===== src/rtl/conv_seq_pkg.sv =====
package conv_seq_pkg;

    // Operating mode, as encoded on the mode input
    typedef enum logic {
        MODE_STREAM = 1'b0,
        MODE_SHOT   = 1'b1
    } seq_mode_e;

    // Number of active channels for a channel-count select value
    function automatic logic [1:0] active_channels(input logic two_ch);
        return two_ch ? 2'd2 : 2'd1;
    endfunction

endpackage


===== src/rtl/conv_seq_edge.sv =====
// conv_seq_edge
// Brings an asynchronous pin into the clock domain through STAGES flops,
// then flags one-cycle falling and rising events.
// Assumes the pin rests high during reset (idle start strobe), and that each
// level lasts at least two clocks.
module conv_seq_edge #(
    parameter int STAGES = 2
) (
    input  logic clk,
    input  logic rst_n,
    input  logic pin_i,
    output logic fall_o,
    output logic rise_o
);
    logic [STAGES:0] chain_q;

    // Synchronizer chain plus one history flop for edge detection
    always_ff @(posedge clk) begin
        if (!rst_n) chain_q <= '1;
        else        chain_q <= {chain_q[STAGES-1:0], pin_i};
    end

    assign fall_o =  chain_q[STAGES] & ~chain_q[STAGES-1];
    assign rise_o = ~chain_q[STAGES] &  chain_q[STAGES-1];
endmodule


===== src/rtl/conv_seq_osc.sv =====
// conv_seq_osc
// Internal conversion oscillator modelled as a divider of the system clock.
// Emits one tick every DIV clocks while enabled. A restart puts the phase back
// to zero, so the first tick comes DIV clocks later. When disabled, it holds
// still (gated off).
// Assumes DIV >= 2.
module conv_seq_osc #(
    parameter int DIV = 4
) (
    input  logic clk,
    input  logic rst_n,
    input  logic en_i,
    input  logic restart_i,
    output logic tick_o
);
    localparam int CW = $clog2(DIV) + 1;
    localparam logic [CW-1:0] LAST = CW'(DIV - 1);

    logic [CW-1:0] phase_q;

    assign tick_o = en_i && !restart_i && (phase_q == LAST);

    // Phase counter: restart, advance while enabled, otherwise frozen
    always_ff @(posedge clk) begin
        if (!rst_n || restart_i)  phase_q <= '0;
        else if (en_i)            phase_q <= (phase_q == LAST) ? '0 : phase_q + 1'b1;
    end
endmodule


===== src/rtl/conv_seq_pipe.sv =====
// conv_seq_pipe
// Latency model of the converter: DEPTH stages of {valid, channel, data}.
// A shift pushes one entry in (a bubble when in_vld_i is low). An emit writes
// the oldest stage, as it was before any shift in that same cycle. A flush
// empties every stage and blocks the write.
// Assumes shift and emit are single-cycle strobes.
module conv_seq_pipe #(
    parameter int DEPTH = 5,
    parameter int DW    = 10
) (
    input  logic          clk,
    input  logic          rst_n,
    input  logic          flush_i,
    input  logic          shift_i,
    input  logic          emit_i,
    input  logic          in_vld_i,
    input  logic          in_ch_i,
    input  logic [DW-1:0] in_dat_i,
    output logic          wr_en_o,
    output logic          wr_ch_o,
    output logic [DW-1:0] wr_dat_o
);
    logic [DEPTH-1:0] vld_q;
    logic [DEPTH-1:0] ch_q;
    logic [DW-1:0]    dat_q [DEPTH];

    for (genvar i = 0; i < DEPTH; i++) begin : g_stage
        if (i == 0) begin : g_head
            // Head stage takes the fresh conversion
            always_ff @(posedge clk) begin
                if (!rst_n || flush_i) begin
                    vld_q[i] <= 1'b0;
                    ch_q[i]  <= 1'b0;
                    dat_q[i] <= '0;
                end else if (shift_i) begin
                    vld_q[i] <= in_vld_i;
                    ch_q[i]  <= in_ch_i;
                    dat_q[i] <= in_dat_i;
                end
            end
        end else begin : g_body
            // Later stages take their predecessor
            always_ff @(posedge clk) begin
                if (!rst_n || flush_i) begin
                    vld_q[i] <= 1'b0;
                    ch_q[i]  <= 1'b0;
                    dat_q[i] <= '0;
                end else if (shift_i) begin
                    vld_q[i] <= vld_q[i-1];
                    ch_q[i]  <= ch_q[i-1];
                    dat_q[i] <= dat_q[i-1];
                end
            end
        end
    end

    // Registered FIFO write port fed by the oldest stage
    always_ff @(posedge clk) begin
        if (!rst_n || flush_i) begin
            wr_en_o  <= 1'b0;
            wr_ch_o  <= 1'b0;
            wr_dat_o <= '0;
        end else begin
            wr_en_o <= emit_i && vld_q[DEPTH-1];
            if (emit_i && vld_q[DEPTH-1]) begin
                wr_ch_o  <= ch_q[DEPTH-1];
                wr_dat_o <= dat_q[DEPTH-1];
            end
        end
    end
endmodule


===== src/rtl/conv_sequencer.sv =====
// conv_sequencer
// Schedules conversions for one or two channels that are sampled together.
// One-shot mode: an accepted falling edge of the conversion pin holds both
// channels, then the internal oscillator converts them in turn and flushes
// the latency pipeline. Streaming mode: the pin is the conversion clock.
// Falling edges convert, and rising edges write.
// Assumes the pin idles high, and that each pin level lasts at least two
// clocks. A change of configuration empties the pipeline.
module conv_sequencer
    import conv_seq_pkg::*;
#(
    parameter int DATA_W      = 10,
    parameter int LATENCY     = 5,
    parameter int TICK_DIV    = 4,
    parameter int SYNC_STAGES = 2
) (
    input  logic              clk,
    input  logic              rst_n,
    input  logic              single_mode_i,
    input  logic              two_ch_i,
    input  logic              conv_in_i,
    input  logic [DATA_W-1:0] samp_a_i,
    input  logic [DATA_W-1:0] samp_b_i,
    output logic              hold_o,
    output logic              wr_en_o,
    output logic              wr_ch_o,
    output logic [DATA_W-1:0] wr_data_o
);
    localparam int RUN_W   = $clog2(LATENCY + 3) + 1;
    localparam int GUARD_W = 2;

    seq_mode_e         mode;
    logic              mode_q, two_q, cfg_chg;
    logic              pin_fall, pin_rise, tick;
    logic [1:0]        n_ch;
    logic [RUN_W-1:0]  run_left_q;
    logic [GUARD_W-1:0] guard_q;
    logic [1:0]        conv_left_q;
    logic              next_ch_q, phase_q;
    logic [DATA_W-1:0] held_a_q, held_b_q;
    logic              start_ok, stream_fall;
    logic              p_shift, p_emit, p_vld, p_ch;
    logic [DATA_W-1:0] p_dat;

    assign mode    = seq_mode_e'(single_mode_i);
    assign n_ch    = active_channels(two_ch_i);
    assign cfg_chg = (single_mode_i != mode_q) || (two_ch_i != two_q);

    conv_seq_edge #(.STAGES(SYNC_STAGES)) u_edge (
        .clk    (clk),
        .rst_n  (rst_n),
        .pin_i  (conv_in_i),
        .fall_o (pin_fall),
        .rise_o (pin_rise)
    );

    assign start_ok    = (mode == MODE_SHOT) && pin_fall && (guard_q == '0) && !cfg_chg;
    assign stream_fall = (mode == MODE_STREAM) && pin_fall && !cfg_chg;

    conv_seq_osc #(.DIV(TICK_DIV)) u_osc (
        .clk       (clk),
        .rst_n     (rst_n),
        .en_i      ((mode == MODE_SHOT) && (run_left_q != '0) && !cfg_chg),
        .restart_i (start_ok),
        .tick_o    (tick)
    );

    // Remember the configuration to detect changes
    always_ff @(posedge clk) begin
        if (!rst_n) begin
            mode_q <= 1'b0;
            two_q  <= 1'b0;
        end else begin
            mode_q <= single_mode_i;
            two_q  <= two_ch_i;
        end
    end

    // Start spacing guard, counted in internal ticks
    always_ff @(posedge clk) begin
        if (!rst_n || cfg_chg)         guard_q <= '0;
        else if (start_ok)             guard_q <= GUARD_W'(n_ch) + 1'b1;
        else if (tick && guard_q != 0) guard_q <= guard_q - 1'b1;
    end

    // Burst length: conversions plus pipeline flush, in ticks
    always_ff @(posedge clk) begin
        if (!rst_n || cfg_chg)            run_left_q <= '0;
        else if (start_ok)                run_left_q <= RUN_W'(LATENCY) + RUN_W'(n_ch);
        else if (tick && run_left_q != 0) run_left_q <= run_left_q - 1'b1;
    end

    // Conversions still owed in the current burst, and which channel is next
    always_ff @(posedge clk) begin
        if (!rst_n || cfg_chg) begin
            conv_left_q <= '0;
            next_ch_q   <= 1'b0;
        end else if (start_ok) begin
            conv_left_q <= n_ch;
            next_ch_q   <= 1'b0;
        end else if (tick && conv_left_q != 0) begin
            conv_left_q <= conv_left_q - 1'b1;
            next_ch_q   <= 1'b1;
        end
    end

    // Streaming channel phase: 0 = hold and convert A, 1 = convert held B
    always_ff @(posedge clk) begin
        if (!rst_n || cfg_chg) phase_q <= 1'b0;
        else if (stream_fall)  phase_q <= two_ch_i ? ~phase_q : 1'b0;
    end

    // Sample-and-hold registers for both channels
    always_ff @(posedge clk) begin
        if (!rst_n) begin
            held_a_q <= '0;
            held_b_q <= '0;
        end else if (start_ok) begin
            held_a_q <= samp_a_i;
            held_b_q <= samp_b_i;
        end else if (stream_fall && !phase_q) begin
            held_b_q <= samp_b_i;
        end
    end

    // Hold strobe for every capture
    always_ff @(posedge clk) begin
        if (!rst_n) hold_o <= 1'b0;
        else        hold_o <= start_ok || (stream_fall && !phase_q);
    end

    // Pipeline control depends on the mode
    always_comb begin
        if (mode == MODE_SHOT) begin
            p_shift = tick;
            p_emit  = tick;
            p_vld   = (conv_left_q != 0);
            p_ch    = next_ch_q;
            p_dat   = next_ch_q ? held_b_q : held_a_q;
        end else begin
            p_shift = stream_fall;
            p_emit  = pin_rise;
            p_vld   = 1'b1;
            p_ch    = phase_q;
            p_dat   = phase_q ? held_b_q : samp_a_i;
        end
    end

    conv_seq_pipe #(.DEPTH(LATENCY), .DW(DATA_W)) u_pipe (
        .clk      (clk),
        .rst_n    (rst_n),
        .flush_i  (cfg_chg),
        .shift_i  (p_shift),
        .emit_i   (p_emit),
        .in_vld_i (p_vld),
        .in_ch_i  (p_ch),
        .in_dat_i (p_dat),
        .wr_en_o  (wr_en_o),
        .wr_ch_o  (wr_ch_o),
        .wr_dat_o (wr_data_o)
    );
endmodule


===== config.mk =====
export PLATFORM = sky130hd
export DESIGN_NAME = conv_sequencer
export DESIGN_NICKNAME = d
export VERILOG_FILES = /design/src/rtl/conv_seq_pkg.sv /design/src/rtl/conv_seq_edge.sv /design/src/rtl/conv_seq_osc.sv /design/src/rtl/conv_seq_pipe.sv /design/src/rtl/conv_sequencer.sv
export SDC_FILE = /design/constraint.sdc
export NUM_CORES = 1
export LEC_CHECK = 0
export CORE_MARGIN = 3
export CORE_UTILIZATION = 40
export DETAILED_ROUTE_END_ITERATION = 10
export DONT_BUFFER_PORTS = 1
export PLACE_DENSITY_LB_ADDON = 0.3
export SYNTH_ARGS = -nofsm -noshare
export SYNTH_HDL_FRONTEND = slang
export SYNTH_SLANG_ARGS = --single-unit

===== constraint.sdc =====
create_clock -name clk -period 5.8 [get_ports clk]
set_input_delay 0.58 -clock clk [delete_from_list [all_inputs] [get_ports clk]]
set_output_delay 0.58 -clock clk [all_outputs]
set_load 0.01 [all_outputs]

# After elaboration in Yosys (flattened, before gate mapping)
# Memory sizes are Yosys's and may differ from the RTL's. A register that Yosys moved wholly into a read port is not among the register bits.
# Index checks and enable logic that the tools add are counted.
[totals] memories=1 register_bits=51 ram_bits=50 input_bits=25
[memory_table] memory="u_pipe.dat_q" depth=5 word_bits=10 read_ports=5 rd_clocked_by_memory_dff=1 wr=5 line_no="conv_seq_pipe.sv:25" rtl="logic [DW-1:0] dat_q [DEPTH];"
[op_classes] n_reduce_logical=31 mux=28 addsub=6 n_eq_ne=3 bitwise=11
[op_table] cell="$mux W10" n=10
[op_table] cell="$logic_and A1 B1 Y1" n=14
[op_table] cell="$reduce_bool A2 Y1" n=6
[op_table] cell="$mux W1" n=10
[op_table] cell="$mux W2" n=5
[op_table] cell="$mux W4" n=2
[op_table] cell="$or A1 B1 Y1" n=5
[op_table] cell="$add A3 B2 Y4 const A" n=1
[op_table] cell="$logic_not A1 Y1" n=4
[op_table] cell="$logic_or A1 B1 Y1" n=4
[op_table] cell="$not A1 Y1" n=4
[op_table] cell="$reduce_bool A4 Y1" n=1
[op_table] cell="$sub A2 B1 Y2 const B" n=2
[op_table] cell="$sub A4 B1 Y4 const B" n=1
[op_table] cell="$add A3 B1 Y3 const B" n=1
[op_table] cell="$eq A3 B2 Y1 const B" n=1
[op_table] cell="$mux W3" n=1
[op_table] cell="$add A2 B1 Y2 const B" n=1
[op_table] cell="$and A1 B1 Y1" n=2
[op_table] cell="$logic_not A2 Y1" n=1
[op_table] cell="$ne A1 B1 Y1" n=2
[op_table] cell="$reduce_or A2 Y1" n=1

# Depth between registers and ports, before layout
[depth] word_depth=13 mapped_depth=9 depth_no_buf=6

# By module
# From an unflattened synthesis, not the netlist that was laid out.
[hier_totals] cells_unflattened=408 hier_area_um2=4570.6
[modules_own_cells] mod="conv_seq_pipe" seq_area_each_um2=1941.9 cells_per_inst=192 n_inst=1 area_per_inst_um2=2716.4
[modules_own_cells] mod="conv_sequencer" seq_area_each_um2=660.6 cells_per_inst=194 n_inst=1 area_per_inst_um2=1622.8
[modules_own_cells] mod="conv_seq_osc" seq_area_each_um2=60.1 cells_per_inst=14 n_inst=1 area_per_inst_um2=140.1
[modules_own_cells] mod="conv_seq_edge" seq_area_each_um2=60.1 cells_per_inst=8 n_inst=1 area_per_inst_um2=91.3

# Worst setup path after synthesis
# OpenSTA, ideal clock, no wires.
[synth_path] path_type="input port to flip-flop" startpoint="in single_mode_i" endpoint="mem u_pipe.dat_q[0][0], enable pin" required_ns=5.391 setup_slack_ns=2.627 t_arrival_ns=2.764 cell_stages=6 cell_sequence="buf_6 > or4b_4 > nor2_4 > a21oi_4 > buf_6 > nand2_1"
[synth_lines] element="start, declared" line_no="conv_sequencer.sv:19" rtl="input logic single_mode_i,"
[synth_lines] element="end, declared" line_no="conv_seq_pipe.sv:25"

==> summary.md <==
| Metric | Value |
|---|---|
| Status | completed |
| #FFs+latches synth | ~110 |
| Ys Warns | 0 |
| Main flop type after synthesis | dfxtp_1 |
| Post-cts gate resize count | 0 |
| Die ar. | 12920 um2 |
| CTS sink count | around 110 |
| Lkg Pwr | 1.927 nW |
| # nets final | between 400 and 500 |
| Final instance area | 4949 um2 |
| Syn Nets | 443 |
| Most frequent cells in the layout | dfxtp_1, nand2_1, edfxtp_1, and3_1, mux2i_1 |
| Number of routed nets with antenna violations | 0 |
| EDFF count, synth | 50 |
| Fraction of registers with async set/reset | 0 |
| Post-CTS Hold Fix Bufs | 0 |
| Row count | 38 |
| Worst-path fanout max | 50 |
| Deepest clock path buffer count | 2 |
| DPL Wire Length | 5.178 mm |
| Worst IR drop on VDD | 183.3 uV |
| Number of iterations in the first detailed-routing pass | 4 |
| Final TNS setup | 0 ns |
| CP peak stage delay | around 0.83 ns |
| Via Count | a little under 3000 |
| Initial antenna violation count | 0 |
| Internal | around 1.2 mW |
| RR Startpoint | run_left_q[0] |
| Die Height | roughly 110 um |
| Hold Crit Class | input port to flop |
| Synth Area in XOR/XNOR | 0.01160 |
| Grt ovf | 0 |
| Final hold slack | just over 0.3 ns |
| Area occupied by multi-input gates | around 1700 um2 |
| Max-slew violation count | 0 |
| TritonCTS clock tree | yes |
| Setup Fix Bufs, Post-CTS | 0 |
| Yosys cell types | 50 |
| CTS Buf Count | 9 |
| R2R depth | 6 |
| Hold_sp | rst_n |
| Initial core utilization | 0.4186 |
| Clock Skews | around 0.0066 ns |
| Layout cells sized above 1 | 0.07980 |
| RSZ-0062 raised after global routing | false |
| Final WS setup | between 2 and 2.5 ns |
| Final wirelength | 8.141 mm |
| Clock Latency Late Sink | about 0.34 ns |
| Commonest non-fill, non-tap cell in the layout | dfxtp_1 |
| Combinational fraction of design power | 0.034 |
| Clock-pin slew on the worst setup and hold paths | approximately 0.07 ns |
| Place WS | around 2.5 ns |
| Core Area | around 11000 um2 |
| Final period utilization | 0.5720 |
| Power Density | 297.5 nW/um2 |
| Ports | 38 |
| Crit path max-delay family | simple AND/OR/NAND/NOR gates |
| H-tree depth | 3 |
| Total track usage | 0.1336 |
| Worst hold stages | 1 |
| CP Cell Sequence | inv_1, ha_1, nor3b_1, nor4_4, a21oi_4, nand2_2 |
| Uppermost layer routed | met4 |
| Mean Syn Cell Area | roughly 11 um2 |
| Routability cong. | 0.8003 |
| Pin count of the biggest net entering global routing | slightly below 80 |
| Sequential Power Share | 0.576 |
| CP startpoint kind | flop |
| Minimum clock period | 3.317 ns |
| Data arrival time of the worst path | about 3.1 ns |
| CP Buf/Inv Count | 1 |
| Multiplexer area fraction after synthesis | 0.04533 |
| Max Cap Violations | 0 |
| Cell area after placement | approximately 4700 um2 |
| Synth-to-layout area growth | 6.719% |
| Register area | around 2700 um2 |
| Antenna Cells | 0 |
| Post-synthesis compound-gate area fraction | 0.1096 |
| Simple logic cell fraction of the synthesized area | 0.1937 |
| DRC | 0 |
| Worst reg2reg setup slack | 2.48 ns |
| Seq/Total Area, Yosys | 0.5872 |
| Fmax | approximately 300 MHz |
| DR WL met2 | 3.824 mm |
| Kind of critical path | flop to flop |
| Vias in the first global route | about 2900 |
| Setup violators final | 0 |
| Switching power | about 300 uW |
| Post-Synthesis Cells | roughly 410 |
| Clk pwr share | 0.391 |
| R2r endpoint | u_pipe.dat_q[0][9] |
| Die X | about 110 um |
| First-pass GRT wire length | between 10 and 15 mm |
| Switching share of power | 0.2059 |
| I/O Buffers | 0 |
| Initial DRC count | approximately 160 |
| Worst hold endpoint | u_edge.chain_q[1] |
| Main combinational cell family by area after synthesis | simple AND/OR/NAND/NOR gates |
| Critical-path top delay cell | nand2_2 |
| Tightest Pin Transition | about 1.1 ns |
| WL met3 | 519 um |
| Relative slew slack | 0.2397 |
| Endpoints failing hold | 0 |
| Mapped cell area | about 4600 um2 |
| Adder-Cell Fraction of Synth Area | 0.01079 |
| FILL cells | between 1000 and 1500 |
| Drt via density | 5.396 |
| Wl on met1 | 3.644 mm |
| Root Buffer | clkbuf_16 |
| Wire per inst | ~15 um |
| Worst path required time | 5.63 ns |
| CP Capture Type | flop |
-- power groups by stage --
stage | Combinational, mW | Clock [mW] | Sequential [mW]
4_1_cts | 0.0500 | 0.591 | 0.848
3_5_place_dp | 0.0499 | 0 | 0.865
5_1_grt | 0.0554 | 0.622 | 0.850
2_1_floorplan | 0.0452 | 0 | 0.863
6_report | 0.0496 | 0.575 | 0.848
3_3_place_gp | 0.0484 | 0 | 0.864
-- cell families (layout without fill, tap and decap cells) --
family,count (synthesis),after routing
simple gates,162,162
fa+ha+maj,4,4
buf+inv,41,28
xor+xnor,4,4
flops,111,111
mux,21,21
compound gates,71,71
-- worst max path at each step --
| stage | startpoint | end | slack [ns] | cells after the start |
|---|---|---|---|---|
| after global routing | run_left_q[0] | u_pipe.dat_q[0][2] | 2.18 | 6 |
| after floorplan | single_mode_i | u_pipe.dat_q[0][0] | 2.63 | 6 |
| after CTS | run_left_q[0] | u_pipe.dat_q[0][9] | 2.45 | 6 |
| after global placement | run_left_q[0] | u_pipe.dat_q[4][0] | 2.66 | 6 |
| after detailed placement | run_left_q[0] | u_pipe.dat_q[4][0] | 2.49 | 6 |
| final | run_left_q[0] | u_pipe.dat_q[0][9] | 2.48 | 6 |
-- worst reg2reg max path: stages (launching register included) --
cell,delay [ns]
dfxtp_1,0.34
inv_1,0.06
ha_1,0.19
nor3b_1,0.57
nor4_4,0.19
a21oi_4,0.61
nand2_2,0.83
-- routing by layer --
| metal | track usage | up-vias |
|---|---|---|
| met1 | 0.1685 | 1382 |
| met4 | 0.05048 | 0 |
| li1 | - | 1457 |
| met2 | 0.2104 | 68 |
| met5 | 0 | - |
| met3 | 0.04881 | 12 |
-- cell type report --
class / count / share of cell area
Clock buffer: 12 / 0.05209
Clock inverter: 4 / 0.004046
Inverter: 11 / 0.008344
Multi-Input combinational cell: 262 / 0.3484
Sequential cell: 111 / 0.5502
Tap cell: 140 / 0.03540
Timing Repair Buffer: 1 / 0.001517
-- registers in the layout, summed over array words and instances, names as in the netlist, 2 cells and up --
register and cells:
u_pipe.dat_q 50, held_a_q 10, held_b_q 10, u_pipe.wr_dat_o 10, u_pipe.ch_q 5, u_pipe.vld_q 5, run_left_q 4, u_edge.chain_q 3
u_osc.phase_q 3, conv_left_q 2, guard_q 2
-- stage by stage --
| stage | total power [mW] | util | instances |
|---|---|---|---|
| 2_1_floorplan | 0.9086 | - | 414 |
| 3_3_place_gp | 0.9128 | 0.4216 | 525 |
| 3_5_place_dp | 0.9154 | 0.4216 | 525 |
| 4_1_cts | 1.489 | 0.4467 | 541 |
| 5_1_grt | 1.527 | 0.4467 | 541 |
| 6_report | 1.472 | 0.4467 | 541 |
-- cells in the mapped netlist, drive strengths merged, types with 3 or more instances --
master,instances,area [um2]
dfxtp,61,1221
nand2,57,214.0
edfxtp,50,1501
and3,42,262.8
a21boi,21,157.6
mux2i,21,210.2
buf,18,107.6
nand3,15,75.07
o21ai,14,70.07
clkbuf,12,45.04
nor2,12,52.55
nor4,12,120.1
inv,11,41.29
o22ai,10,62.56
a211oi,8,65.06
a21oi,6,45.05
nand2b,6,37.54
nor3,5,36.29
ha,4,50.05
a31oi,3,18.77
and2,3,18.77
xnor2,3,26.28
Power figures use the tool's default switching activity.
